<file path="src/rtl/fetch_region_pkg.sv">
package fetch_region_pkg;

  localparam int CODE_W = 3;

  typedef enum logic [1:0] {
    TA_IDLE  = 2'd0,
    TA_ARMED = 2'd1,
    TA_OPEN  = 2'd2
  } taState_e;

  // strobes from control to datapath
  typedef struct packed {
    logic              loadSize;
    logic [CODE_W-1:0] code;
  } sizeStrobe_t;

endpackage

</file>
<file path="src/rtl/fetch_region_ctrl.sv">
module fetch_region_ctrl
  import fetch_region_pkg::*;
#(
  parameter int          REG_AW     = 8,
  parameter int          DATA_W     = 8,
  parameter logic [7:0]  TA_ADDR    = 8'hC7,
  parameter logic [7:0]  SIZE_ADDR  = 8'hC2,
  parameter logic [7:0]  KEY_FIRST  = 8'hAA,
  parameter logic [7:0]  KEY_SECOND = 8'h55,
  parameter int          WINDOW     = 3
) (
  input  logic              clk,
  input  logic              rstN,
  input  logic              regWrEn,
  input  logic [REG_AW-1:0] regWrAddr,
  input  logic [DATA_W-1:0] regWrData,
  output sizeStrobe_t       strobe,
  output logic              windowOpen
);

  localparam int CNT_W = $clog2(WINDOW + 1);
  localparam logic [CNT_W-1:0] CNT_LOAD = CNT_W'(WINDOW);
  localparam logic [CNT_W-1:0] CNT_LAST = CNT_W'(1);

  taState_e         stateQ;
  logic [CNT_W-1:0] cntQ;
  logic             taWr;
  logic             sizeWr;
  logic             isOpen;

  assign taWr   = regWrEn && (regWrAddr == REG_AW'(TA_ADDR));
  assign sizeWr = regWrEn && (regWrAddr == REG_AW'(SIZE_ADDR));
  assign isOpen = (stateQ == TA_OPEN);

  always_ff @(posedge clk) begin
    if (!rstN) begin
      stateQ <= TA_IDLE;
      cntQ   <= '0;
    end else if (taWr) begin
      if (regWrData == DATA_W'(KEY_FIRST)) begin
        stateQ <= TA_ARMED;
        cntQ   <= CNT_LOAD;
      end else if (regWrData == DATA_W'(KEY_SECOND) && stateQ == TA_ARMED) begin
        stateQ <= TA_OPEN;
        cntQ   <= CNT_LOAD;
      end else begin
        stateQ <= TA_IDLE;
        cntQ   <= '0;
      end
    end else if (sizeWr && isOpen) begin
      stateQ <= TA_IDLE;
      cntQ   <= '0;
    end else if (stateQ != TA_IDLE) begin
      if (cntQ == CNT_LAST) begin
        stateQ <= TA_IDLE;
        cntQ   <= '0;
      end else begin
        cntQ <= cntQ - CNT_LAST;
      end
    end
  end

  always_comb begin
    strobe.loadSize = sizeWr && isOpen;
    strobe.code     = regWrData[CODE_W-1:0];
  end

  assign windowOpen = isOpen;

endmodule

</file>
<file path="src/rtl/fetch_region_dp.sv">
module fetch_region_dp
  import fetch_region_pkg::*;
#(
  parameter int ADDR_W     = 16,
  parameter int BASE_LOG2  = 10,
  parameter int MAX_CODE   = 4,
  parameter int RESET_CODE = 4
) (
  input  logic              clk,
  input  logic              rstN,
  input  sizeStrobe_t       strobe,
  input  logic [ADDR_W-1:0] fetchAddr,
  output logic [CODE_W-1:0] sizeCode,
  output logic              selExternal
);

  localparam int NUM_CODES = 2 ** CODE_W;
  localparam logic [CODE_W-1:0] MAX_C   = CODE_W'(MAX_CODE);
  localparam logic [CODE_W-1:0] RESET_C = CODE_W'(RESET_CODE);

  logic [CODE_W-1:0]    sizeQ;
  logic [NUM_CODES-1:0] regionHit;
  logic                 codeValid;
  logic                 internalHit;

  assign codeValid = (strobe.code <= MAX_C);

  always_ff @(posedge clk) begin
    if (!rstN) begin
      sizeQ <= RESET_C;
    end else if (strobe.loadSize && codeValid) begin
      sizeQ <= strobe.code;
    end
  end

  // one compare per size code: region k spans 2^(BASE_LOG2+k-1) bytes
  genvar k;
  generate
    for (k = 0; k < NUM_CODES; k++) begin : g_region
      if (k == 0 || k > MAX_CODE) begin : g_none
        assign regionHit[k] = 1'b0;
      end else begin : g_cmp
        localparam int TOP_BIT = BASE_LOG2 + k - 1;
        assign regionHit[k] = (fetchAddr[ADDR_W-1:TOP_BIT] == '0);
      end
    end
  endgenerate

  assign internalHit = regionHit[sizeQ];
  assign selExternal = !internalHit;
  assign sizeCode    = sizeQ;

endmodule

</file>
<file path="src/rtl/fetch_region_select.sv">
module fetch_region_select
  import fetch_region_pkg::*;
#(
  parameter int          ADDR_W     = 16,
  parameter int          REG_AW     = 8,
  parameter int          DATA_W     = 8,
  parameter int          BASE_LOG2  = 10,
  parameter int          MAX_CODE   = 4,
  parameter int          RESET_CODE = 4,
  parameter int          WINDOW     = 3,
  parameter logic [7:0]  TA_ADDR    = 8'hC7,
  parameter logic [7:0]  SIZE_ADDR  = 8'hC2,
  parameter logic [7:0]  KEY_FIRST  = 8'hAA,
  parameter logic [7:0]  KEY_SECOND = 8'h55
) (
  input  logic              clk,
  input  logic              rstN,
  input  logic              regWrEn,
  input  logic [REG_AW-1:0] regWrAddr,
  input  logic [DATA_W-1:0] regWrData,
  input  logic [ADDR_W-1:0] fetchAddr,
  output logic              selExternal,
  output logic              windowOpen
);

  sizeStrobe_t       strobe;
  logic [CODE_W-1:0] sizeQ;

  fetch_region_ctrl #(
    .REG_AW    (REG_AW),
    .DATA_W    (DATA_W),
    .TA_ADDR   (TA_ADDR),
    .SIZE_ADDR (SIZE_ADDR),
    .KEY_FIRST (KEY_FIRST),
    .KEY_SECOND(KEY_SECOND),
    .WINDOW    (WINDOW)
  ) u_ctrl (
    .clk       (clk),
    .rstN      (rstN),
    .regWrEn   (regWrEn),
    .regWrAddr (regWrAddr),
    .regWrData (regWrData),
    .strobe    (strobe),
    .windowOpen(windowOpen)
  );

  fetch_region_dp #(
    .ADDR_W    (ADDR_W),
    .BASE_LOG2 (BASE_LOG2),
    .MAX_CODE  (MAX_CODE),
    .RESET_CODE(RESET_CODE)
  ) u_dp (
    .clk        (clk),
    .rstN       (rstN),
    .strobe     (strobe),
    .fetchAddr  (fetchAddr),
    .sizeCode   (sizeQ),
    .selExternal(selExternal)
  );

endmodule

</file>
<file path="config.mk">
export PLATFORM = sky130hd
export DESIGN_NAME = fetch_region_select
export DESIGN_NICKNAME = d
export VERILOG_FILES = /design/src/rtl/fetch_region_pkg.sv /design/src/rtl/fetch_region_ctrl.sv /design/src/rtl/fetch_region_dp.sv /design/src/rtl/fetch_region_select.sv
export SDC_FILE = /design/constraint.sdc
export NUM_CORES = 1
export LEC_CHECK = 0
export BUFFER_PORTS_ARGS = -buffer_cell sky130_fd_sc_hd__buf_2
export CAP_MARGIN = 40
export CORE_MARGIN = 3
export CORE_UTILIZATION = 35
export CTS_CLUSTER_DIAMETER = 60
export CTS_CLUSTER_SIZE = 30
export DETAILED_ROUTE_END_ITERATION = 8
export PLACE_DENSITY = 0.84
export SLEW_MARGIN = 10
export SYNTH_ARGS = -nofsm -noshare
export SYNTH_HDL_FRONTEND = slang
export SYNTH_HIERARCHICAL = 1
export SYNTH_SLANG_ARGS = --single-unit
</file>
<file path="constraint.sdc">
create_clock -name clk -period 1.51 [get_ports clk]
set_input_delay 0.151 -clock clk [delete_from_list [all_inputs] [get_ports clk]]
set_output_delay 0.151 -clock clk [all_outputs]
set_load 0.1 [all_outputs]
</file>
==> results of run 1 <==
-- layout by cell type, fill, tap and decap left out, types with 2 or more instances in the layout --
master	synthesis	final
buf_2	0	24
nor2_1	5	5
a21oi_1	4	4
buf_4	3	4
o21ai_1	0	4
clkbuf_4	0	3
nand2_1	3	3
dfxtp_1	7	3
dfxtp_2	0	3
buf_12	0	2
nand4b_1	2	2
o21bai_1	2	2
o41ai_1	2	2
and2_1	2	2
nor3b_2	0	2
o21a_1	2	2
a21bo_2	2	2
a21boi_1	0	2
-- metal layers --
layer  vias to the layer above  wire length (microns)  GRT usage [%]
li1                        292                      -              -
met1                       265                    525           15.0
met2                        24                    778           29.9
met3                         2                    116           3.19
met4                         0                     21           8.77
met5                         -                      0              0
-- critical path, delay by kind of cell (launching register included) --
family,cells,cell delay [ps]
AND/OR/NAND/NOR,1,170
flip-flops,1,350
AO/OA/AOI/OAI,2,570
buffers and inverters,1,180
-- worst paths after layout --
path,slack (ps),depth (start not counted),end
worst min register to register,490,2,u_dp/sizeCode[0]$_SDFFE_PN0P_
worst max-delay path,-160,4,selExternal
worst min-delay path,170,2,u_dp/sizeCode[2]$_SDFFE_PN1P_
worst max register to register,-70,4,u_ctrl/stateQ[1]$_SDFFE_PN0P_
-- registers in the layout, indices dropped and copies added, names as in the netlist --
| register | cells |
|---|---|
| u_dp/sizeCode | 3 |
| u_ctrl/cntQ | 2 |
| u_ctrl/stateQ | 2 |
-- final cells by class --
type                            instances  area [sq um]  area share, %
Multi-Input combinational cell         49           398           50.7
Sequential cell                         7           148           18.8
Clock buffer                            4          26.3           3.35
Inverter                                1          3.75          0.478
Tap cell                               15          18.8           2.39
Timing Repair Buffer                   30           190           24.2
-- cell families (layout without fill, tap and decap cells) --
logic type,count (synthesis),after routing,synth area share (%)
buffers and inverters,4,35,4.92
adder cells (fa/ha/maj),1,1,2.34
flip-flops,7,7,26.2
AO/OA/AOI/OAI,21,21,29.7
AND/OR/NAND/NOR,27,27,36.8
-- where the power goes --
group | switching [W] | internal (W)
Sequential | 0.0000000793 | 0.000183
Combinational | 0.0000354 | 0.0000345
Clock | 0.0000634 | 0.000100
Total | 0.0000989 | 0.000318
-- metrics by stage --
step	setup TNS, ps	setup WS, ps	instances	total power [W]
after global placement	-123	-32.2	102	0.000250
after global routing	-819	-209	106	0.000433
after detailed placement	-346	-90.2	102	0.000253
after floorplan	0	27.9	60	0.000219
final	-391	-158	106	0.000417
after CTS	-271	-148	106	0.000426
-- what timing repair did --
item / 4_1_cts / 5_1_grt
hold endpoints to repair: 0 / 0
pin swaps: 7 / 0
hold buffers: 0 / 0
buffers inserted: 0 / 0
endpoints found under the setup margin: 7 / 8
resized for setup: 14 / 3
==> metrics, run 1 <==
status=finished, violations left; failing checks=setup timing; sequential fraction of the synthesis area=26.2%; global-route wire length before repair=2.28 mm; CTS sink count=7; die area=0.00203 sq mm; synth warn=6; CP cell instances=nor3b_2 -> o21ai_1 -> a2111o_2 -> buf_12; core area=0.00137 sq mm; critical path endpoint category=output pin; Pleak=0.323 nW; Setup CP Type=reg -> out; Mapped Nets=96; period utilisation layout=110%; CP startpoint=u_dp/sizeCode[2]$_SDFFE_PN1P_; Post-route DRC=0; crit path max fanout=4; fmax=600 MHz; Period minus WS final=1670 ps; RSZ-0062 raised after global routing=true; final net count=128; Post-Syn Area=534 sq um; Max Cap Viol=0; port buffer count=26; R2R Path Start=u_ctrl/stateQ[0]$_SDFFE_PN0P_; Seq cells post-synth=7; Rows=13; Pre-antenna DRT Iters=4; Max Slew Vio Count=0; initial core utilization=39.1%; Post-Syn Area per Cell=8.90 sq um; Top FF cell, synth=dfxtp_1; RePlAce Congestion=0.729; Slowest-stage cell, CP=a2111o_2; final setup vio count=7; min-delay src=rstN; top cells by area, synth=dfxtp_1 26%, o21ai_0 4.7%, buf_4 4.2%; CTS tree=built; cell taking the most area after synthesis=dfxtp_1; Final Core Density=57.4%; Crit path largest cell delay=490 ps; share of flip-flops with an asynchronous set or reset=0%; WHS=172 ps; die width=45.1 microns; clk buf depth=2; Rel. slew slack=70.0%; Layout area overhead=46.8%; Req. time, crit path=1360 ps; worst vdd ir=283 uV; Placed Area=722 sq um; clock transition at the registers of the reported paths=50 ps; Worst Setup Start Kind=register; top-count cell post-synth=dfxtp_1; GRT Overall Usage=15.6%; H-tree levels=1; worst min-delay path category=in -> reg; routed len/inst=13.6 microns; Via Count=583; Final HPWL DP=1.15 mm; share of layout cells above drive strength 1=54.9%; post-synthesis cell type count=29; Final Cell Area=785 sq um; PwrDens=532 mW/mm^2; Detailed Route Iter0 Violations=5; # diodes=0; vias per inst=5.50; final hold violations=0; cells after synthesis=60; EDFF count, synth=0; worst skew pair latency=240 ps; number of global-route vias before repair=563; area fraction of the dominant cell type after synthesis=26.2%; cts bufs inserted=3; Arr. time, crit path=1520 ps; global route overflow=0; Total Wirelength=1.44 mm; # fillers=118; largest net degree at the start of global routing=8; root buf cell=clkbuf_4; die height=45.1 microns; Final ANT Viol Nets=0; Setup Skew=2.59 ps; synth cell count leaders=7 x dfxtp_1, 5 x nor2_1, 5 x o21ai_0; Least-Margin Pin Slew=447 ps; final setup margin=-158 ps; top-level port count=37; antenna violations before repair=0
Note: power is estimated with default switching activity, not from simulation.
==> inputs of run 2 (changes only) <==
--- a/config.mk
+++ b/config.mk
@@ -8,7 +8,7 @@
 export BUFFER_PORTS_ARGS = -buffer_cell sky130_fd_sc_hd__buf_2
 export CAP_MARGIN = 40
 export CORE_MARGIN = 3
-export CORE_UTILIZATION = 35
+export CORE_UTILIZATION = 33
 export CTS_CLUSTER_DIAMETER = 60
 export CTS_CLUSTER_SIZE = 30
 export DETAILED_ROUTE_END_ITERATION = 8
@@ -16,5 +16,4 @@
 export SLEW_MARGIN = 10
 export SYNTH_ARGS = -nofsm -noshare
 export SYNTH_HDL_FRONTEND = slang
-export SYNTH_HIERARCHICAL = 1
 export SYNTH_SLANG_ARGS = --single-unit
==> metrics, run 2 <==
status=finished, violations left; failing checks=setup timing; Least-Margin Pin Slew=483 ps (+36.1 ps); clock transition at the registers of the reported paths=60 ps (about the same); RSZ-0062 raised after global routing=true; final hold violations=0 (unchanged); Max Slew Vio Count=0 (unchanged); crit path max fanout=4 (unchanged); Final ANT Viol Nets=0 (unchanged); Placed Area=653 sq um (-9.5%); Detailed Route Iter0 Violations=11 (+6); Top FF cell, synth=dfxtp_1; clk buf depth=2 (unchanged); Max Cap Viol=0 (unchanged); synth cell count leaders=8 x o21ai_0, 7 x dfxtp_1, 7 x nor2_1; Crit path largest cell delay=510 ps (+20 ps); Arr. time, crit path=1730 ps (+210 ps); Sequential Power Share=42.3% (-1.7 points); critical path endpoint category=register; RePlAce Congestion=0.781 (+7.1%); Rel. slew slack=68.0% (-1.9 points); Post-route DRC=0 (unchanged); share of layout cells above drive strength 1=46.2% (-8.8 points); cell taking the most area after synthesis=dfxtp_1; CP bufs+invs=0 (-1); Req. time, crit path=1660 ps (+300 ps); Total Power=0.000437 W (+4.7%); Mapped Nets=94 (-2.1%); most common cell after layout, fill and taps aside=buf_2; worst skew pair latency=260 ps (+20 ps); Post-Syn Area per Cell=7.92 sq um (-11%); fmax=633 MHz (+5.6%); die area=0.00187 sq mm (-7.7%); Post-Syn Area=459 sq um (-14%); synth warn=0 (-6); Layout area overhead=54.0%; global-route wire length before repair=2.15 mm (-6.0%); most frequent cells in the layout=25 x buf_2, 7 x nor2_1, 7 x o21ai_0, 5 x dfxtp_1, 4 x nand2_1; reg-to-reg slack, setup=-70 ps (about the same); Final HPWL DP=1.07 mm (-7.3%); area fraction of the dominant cell type after synthesis=30.5% (+4.3 points); Total Wirelength=1.50 mm (+3.7%); routed len/inst=14.2 microns (+4.7%); Gate power share=16.6% (-0.2 points); period utilisation layout=105% (-5.8 points); Setup CP Type=reg -> reg; root buf cell=clkbuf_4; internal power=0.000321 W (+0.72%); # diodes=0 (unchanged); final setup vio count=3 (-4); post-synthesis cell type count=24 (-17%); Clk pwr share=41.1% (+1.8 points); sequential fraction of the synthesis area=30.5% (+4.3 points); Final Cell Area=707 sq um (-9.9%); initial core utilization=38.2% (-0.87 points); number of global-route vias before repair=561 (-0.36%); share of flip-flops with an asynchronous set or reset=0% (unchanged); worst min-delay path category=in -> reg; antenna violations before repair=0 (unchanged); Sw Pwr=0.000116 W (+18%); die width=43.3 microns (-3.9%); Post-CTS Setup Inserts=0 (unchanged); Via Count=621 (+6.5%); Period minus WS final=1580 ps (-88.0 ps); final net count=128 (unchanged); Pre-antenna DRT Iters=4 (unchanged); worst vdd ir=291 uV (+3.1%); H-tree levels=1 (unchanged); critical path's top delay family=simple AND/OR/NAND/NOR gates; Switching Fraction=26.6% (+2.9 points); top-count cell post-synth=o21ai_0; GRT Overall Usage=15.6% (about the same); die height=43.3 microns (-3.9%); Rows=12 (-1); top cells by area, synth=dfxtp_1 31%, o21ai_0 8.7%, nor2_1 5.7%; Pleak=0.281 nW (-13%); max FFs per register=3 (unchanged); port buffer count=26 (unchanged); PwrDens=618 mW/mm^2 (+16%); Post-CTS Hold Fix Bufs=0 (unchanged); Seq cells post-synth=7 (unchanged); global route overflow=0 (unchanged); largest net degree at the start of global routing=8 (unchanged); Setup Skew=13.0 ps (+10.4 ps); EDFF count, synth=0 (unchanged); vias per inst=5.91 (+7.5%); Slowest-stage cell, CP=or4b_4; CTS tree=built; Worst Setup Start Kind=register; core area=0.00120 sq mm (-12%); cts bufs inserted=3 (unchanged); CP cell instances=or4b_4 -> a211o_1 -> a32oi_1 -> nor2b_1; final setup margin=-69.7 ps (+88.0 ps); top-level port count=37 (unchanged); CTS sink count=7 (unchanged); cells after synthesis=58 (-3.3%)
[run 2: cell types whose count changed after synthesis, sizes merged, moves of 2 or more]
cell	before	now
o21ai	5	8
and2	2	0
o41ai	2	0
o21a	2	0
nor2	5	7
a32oi	0	2
a211oi	1	3
buf	3	0
nor3b	3	1
a21bo	2	0
a21boi	2	0
o21bai	2	0
a31oi	0	2
[run 2: cell families (layout without fill, tap and decap cells)]
| family | Yosys count | after routing | share of synthesized area, % |
|---|---|---|---|
| adder cells (fa/ha/maj) | 1 | 1 | 2.72 |
| buffers and inverters | 2 | 35 | 1.64 |
| flip-flops | 7 | 7 | 30.5 |
| AO/OA/AOI/OAI | 20 | 20 | 28.1 |
| AND/OR/NAND/NOR | 28 | 28 | 37.1 |
[run 2: layout make-up]
type	count	area, sq um
clock buffer	4	26.3
inverter	2	7.51
sequential	7	143
timing repair buffer	29	171
tap	14	17.5
multi-input combinational	49	342
fill	116	494
[run 2: power by group through the flow]
stage | sequential, W | clock [W] | combinational, W
after floorplan | 0.000189 | 0 | 0.0000232
after global placement | 0.000189 | 0 | 0.0000662
after detailed placement | 0.000189 | 0 | 0.0000685
after CTS | 0.000185 | 0.000180 | 0.0000705
after global routing | 0.000185 | 0.000186 | 0.0000789
final | 0.000185 | 0.000179 | 0.0000724
[run 2: final timing paths]
check,from,to,cells after the start
worst max register to register,u_ctrl.stateQ[0]$_SDFFE_PN0P_,u_ctrl.stateQ[0]$_SDFFE_PN0P_,4
worst max-delay path,u_ctrl.stateQ[0]$_SDFFE_PN0P_,u_ctrl.stateQ[0]$_SDFFE_PN0P_,4
worst min register to register,u_dp.sizeCode[2]$_SDFFE_PN1P_,u_dp.sizeCode[2]$_SDFFE_PN1P_,2
worst min-delay path,rstN,u_dp.sizeCode[2]$_SDFFE_PN1P_,2
[run 2: repair_timing]
action	in CTS	in global routing
setup endpoints to repair	5	7
resized for setup	2	3
endpoints found under the hold margin	0	0
pin swaps	4	3
[run 2: metal layers]
layer  vias up  track usage (%)  wire, microns
met3         7            0.424            139
met2        44             29.2            751
li1        295                -              -
met1       275             15.6            554
met4         0             12.7             49
met5         -                0              0
[run 2: stage by stage]
stage / hold slack (ps) / worst slack (ps) / cells / utilization, % / setup TNS (ps)
6_report: 142 / -69.7 / 105 / 58.9 / -164
2_1_floorplan: 227 / -19.6 / 58 / - / -19.6
4_1_cts: 133 / -10.8 / 105 / 57.7 / -10.8
5_1_grt: 163 / -111 / 105 / 58.9 / -371
3_3_place_gp: 390 / -29.4 / 101 / 54.4 / -57.9
3_5_place_dp: 391 / -56.4 / 101 / 54.4 / -194
==> inputs of run 3 (changes only) <==
--- a/config.mk
+++ b/config.mk
@@ -7,11 +7,11 @@
 export LEC_CHECK = 0
 export BUFFER_PORTS_ARGS = -buffer_cell sky130_fd_sc_hd__buf_2
 export CAP_MARGIN = 40
-export CORE_MARGIN = 3
-export CORE_UTILIZATION = 33
+export CORE_AREA = 3 3 40 42
 export CTS_CLUSTER_DIAMETER = 60
 export CTS_CLUSTER_SIZE = 30
 export DETAILED_ROUTE_END_ITERATION = 8
+export DIE_AREA = 0 0 43 45
 export PLACE_DENSITY = 0.84
 export SLEW_MARGIN = 10
 export SYNTH_ARGS = -nofsm -noshare
==> constraint.sdc (replaced) <==
create_clock -name clk -period 1.7 [get_ports clk]
set_input_delay 0.17 -clock clk [delete_from_list [all_inputs] [get_ports clk]]
set_output_delay 0.17 -clock clk [all_outputs]
set_load 0.1 [all_outputs]
==> metrics, run 3 (same netlist as run 2, synthesis figures left out) <==
status=finished, final reports clean; worst min-delay path category=in -> reg; # fillers=149 (+28%); Req. time, crit path=1840 ps (+180 ps); reg-to-reg slack, setup=90 ps (+160 ps); Sequential Power Share=43.6% (+1.3 points); final setup vio count=0 (-3); top-level port count=37 (unchanged); Final Cell Area=658 sq um (-6.9%); Cells after DPL=101 (unchanged); Final ANT Viol Nets=0 (unchanged); Rel. slew slack=67.6% (-0.46 points); most common cell after layout, fill and taps aside=buf_2; final net count=127 (-0.78%); largest net degree at the start of global routing=8 (unchanged); cts bufs inserted=3 (unchanged); number of global-route vias before repair=543 (-3.2%); core area=0.00128 sq mm (+7.0%); period utilisation layout=94.9% (-9.7 points); share of layout cells above drive strength 1=40.0% (-6.2 points); Rows=13 (+1); Detailed Route Iter0 Violations=8 (-3); global-route wire length before repair=2.06 mm (-4.1%); Arr. time, crit path=1750 ps (+20 ps); Switching Fraction=25.2% (-1.5 points); Setup Skew=8.00 ps (-5.03 ps); Worst Reg2Reg Path Length in Cells=4 (unchanged); Gate power share=15.3% (-1.3 points); most frequent cells in the layout=25 x buf_2, 7 x nor2_1, 7 x o21ai_0, 7 x dfxtp_1; fmax=620 MHz (-2.1%); Total Power=0.000377 W (-14%); Period minus WS final=1610 ps (+33.5 ps); port buffer count=26 (unchanged); die width=43 microns (-0.69%); critical path endpoint category=register; CTS tree=built; Total Wirelength=1.24 mm (-17%); global route overflow=0 (unchanged); setup TNS=0 ps (+164 ps); Clk pwr share=41.1% (about the same); clock transition at the registers of the reported paths=60 ps (about the same); min-delay src=rstN; Layout Cells excl Fill=105 (unchanged); Sw Pwr=0.0000948 W (-19%); H-tree levels=1 (unchanged); RSZ-0062 raised after global routing=false; area occupied by multi-input gates=318 sq um (-7.0%); Max Slew Vio Count=0 (unchanged); Max Cap Viol=0 (unchanged); root buf cell=clkbuf_4; Pleak=0.261 nW (-7.3%); max FFs per register=3 (unchanged); RePlAce Congestion=0.785 (+0.49%); vias per inst=5.56 (-6.0%); die height=45 microns (+3.9%); worst skew pair latency=260 ps (about the same); internal power=0.000282 W (-12%); final hold violations=0 (unchanged); clk buf depth=2 (unchanged); CTS sink count=7 (unchanged); PwrDens=572 mW/mm^2 (-7.4%); routed len/inst=11.8 microns (-17%); Setup CP Type=reg -> reg; Register Area=140 sq um (-1.8%); die area=0.00194 sq mm (+3.2%); reg2reg end=u_ctrl.stateQ[1]$_SDFFE_PN0P_; pre-CTS WS=113 ps (+170 ps); antenna violations before repair=0 (unchanged); R2R Path Start=u_ctrl.stateQ[0]$_SDFFE_PN0P_; final setup margin=86.8 ps (+156 ps); Post-CTS Hold Fix Bufs=0 (unchanged); Post-route DRC=0 (unchanged); Via Count=584 (-6.0%); Worst Hold Path EP=u_dp.sizeCode[2]$_SDFFE_PN1P_; crit path max fanout=4 (unchanged); worst hold path cell count=2 (unchanged); Layout area overhead=43.3%; Worst Setup Start Kind=register; Placed Area=629 sq um (-3.6%); # diodes=0 (unchanged); Least-Margin Pin Slew=490 ps (+6.96 ps); worst vdd ir=415 uV (+42%); initial core utilization=35.7% (-2.5 points); GRT Overall Usage=14.4% (-1.2 points); Pre-antenna DRT Iters=4 (unchanged)
==> run 3: changes by cell type in the layout (fill, tap and decap cells not counted) <==
cell	before	now
nor3_2	1	0
nor3_1	2	3
nor4_2	0	1
nor4_4	1	0
a211oi_1	1	3
buf_6	1	0
buf_12	1	0
clkbuf_4	3	4
a211oi_2	2	0
dfxtp_1	5	7
dfxtp_2	2	0
==> run 3: how the worst max path moves through the flow <==
| stage | startpoint | endpoint | slack, ps |
|---|---|---|---|
| final | u_ctrl.stateQ[0]$_SDFFE_PN0P_ | u_ctrl.stateQ[1]$_SDFFE_PN0P_ | 90 |
| after global routing | u_dp.sizeCode[1]$_SDFFE_PN0P_ | selExternal | 20 |
| after CTS | u_ctrl.stateQ[0]$_SDFFE_PN0P_ | u_ctrl.stateQ[1]$_SDFFE_PN0P_ | 100 |
| after detailed placement | u_ctrl.stateQ[0]$_SDFFE_PN0P_ | u_ctrl.stateQ[1]$_SDFFE_PN0P_ | 110 |
| after global placement | u_ctrl.stateQ[0]$_SDFFE_PN0P_ | u_ctrl.stateQ[1]$_SDFFE_PN0P_ | 150 |
| after floorplan | u_dp.sizeCode[1]$_SDFFE_PN0P_ | selExternal | 150 |
==> run 3: cell type report <==
type | instances | area share [%]
multi-input combinational | 49 | 48.3
timing repair buffer | 28 | 22.4
sequential | 7 | 21.3
clock buffer | 4 | 3.99
tap | 15 | 2.85
inverter | 2 | 1.14
==> run 3: worst max-delay path: stages, from the launching register on <==
cell	delay, ps
dfxtp_1	300
or4b_4	550
a211o_1	330
a32oi_1	240
nor2_1	70
==> run 3: stage by stage <==
stage	hold slack, ps	utilization (%)
3_5_place_dp	413	49.0
4_1_cts	142	51.0
3_3_place_gp	414	49.0
6_report	154	51.2
2_1_floorplan	246	-
5_1_grt	166	51.2
==> run 3: power groups by stage <==
stage,Sequential (W),Combinational (W),Clock (W)
floorplan,0.000168,0.0000206,0
global placement,0.000168,0.0000552,0
detailed placement,0.000168,0.0000568,0
CTS,0.000164,0.0000571,0.000162
global route,0.000164,0.0000636,0.000173
finish,0.000164,0.0000576,0.000155
==> run 3: repair_timing <==
item / 4_1_cts / 5_1_grt
endpoints found under the hold margin: 0 / 0
setup endpoints to repair: 0 / 1
resized for setup: 0 / 1
buffers inserted: 0 / 0
==> run 3: per-layer routing <==
layer | track usage, % | share of wire [%] | up-vias | routed length [microns]
met5 | 0 | 0 | - | 0
met4 | 5.42 | 0.97 | 0 | 12
met3 | 6.37 | 8.4 | 2 | 105
met2 | 27.2 | 52 | 22 | 650
met1 | 13.8 | 38 | 269 | 475
li1 | - | - | 291 | -
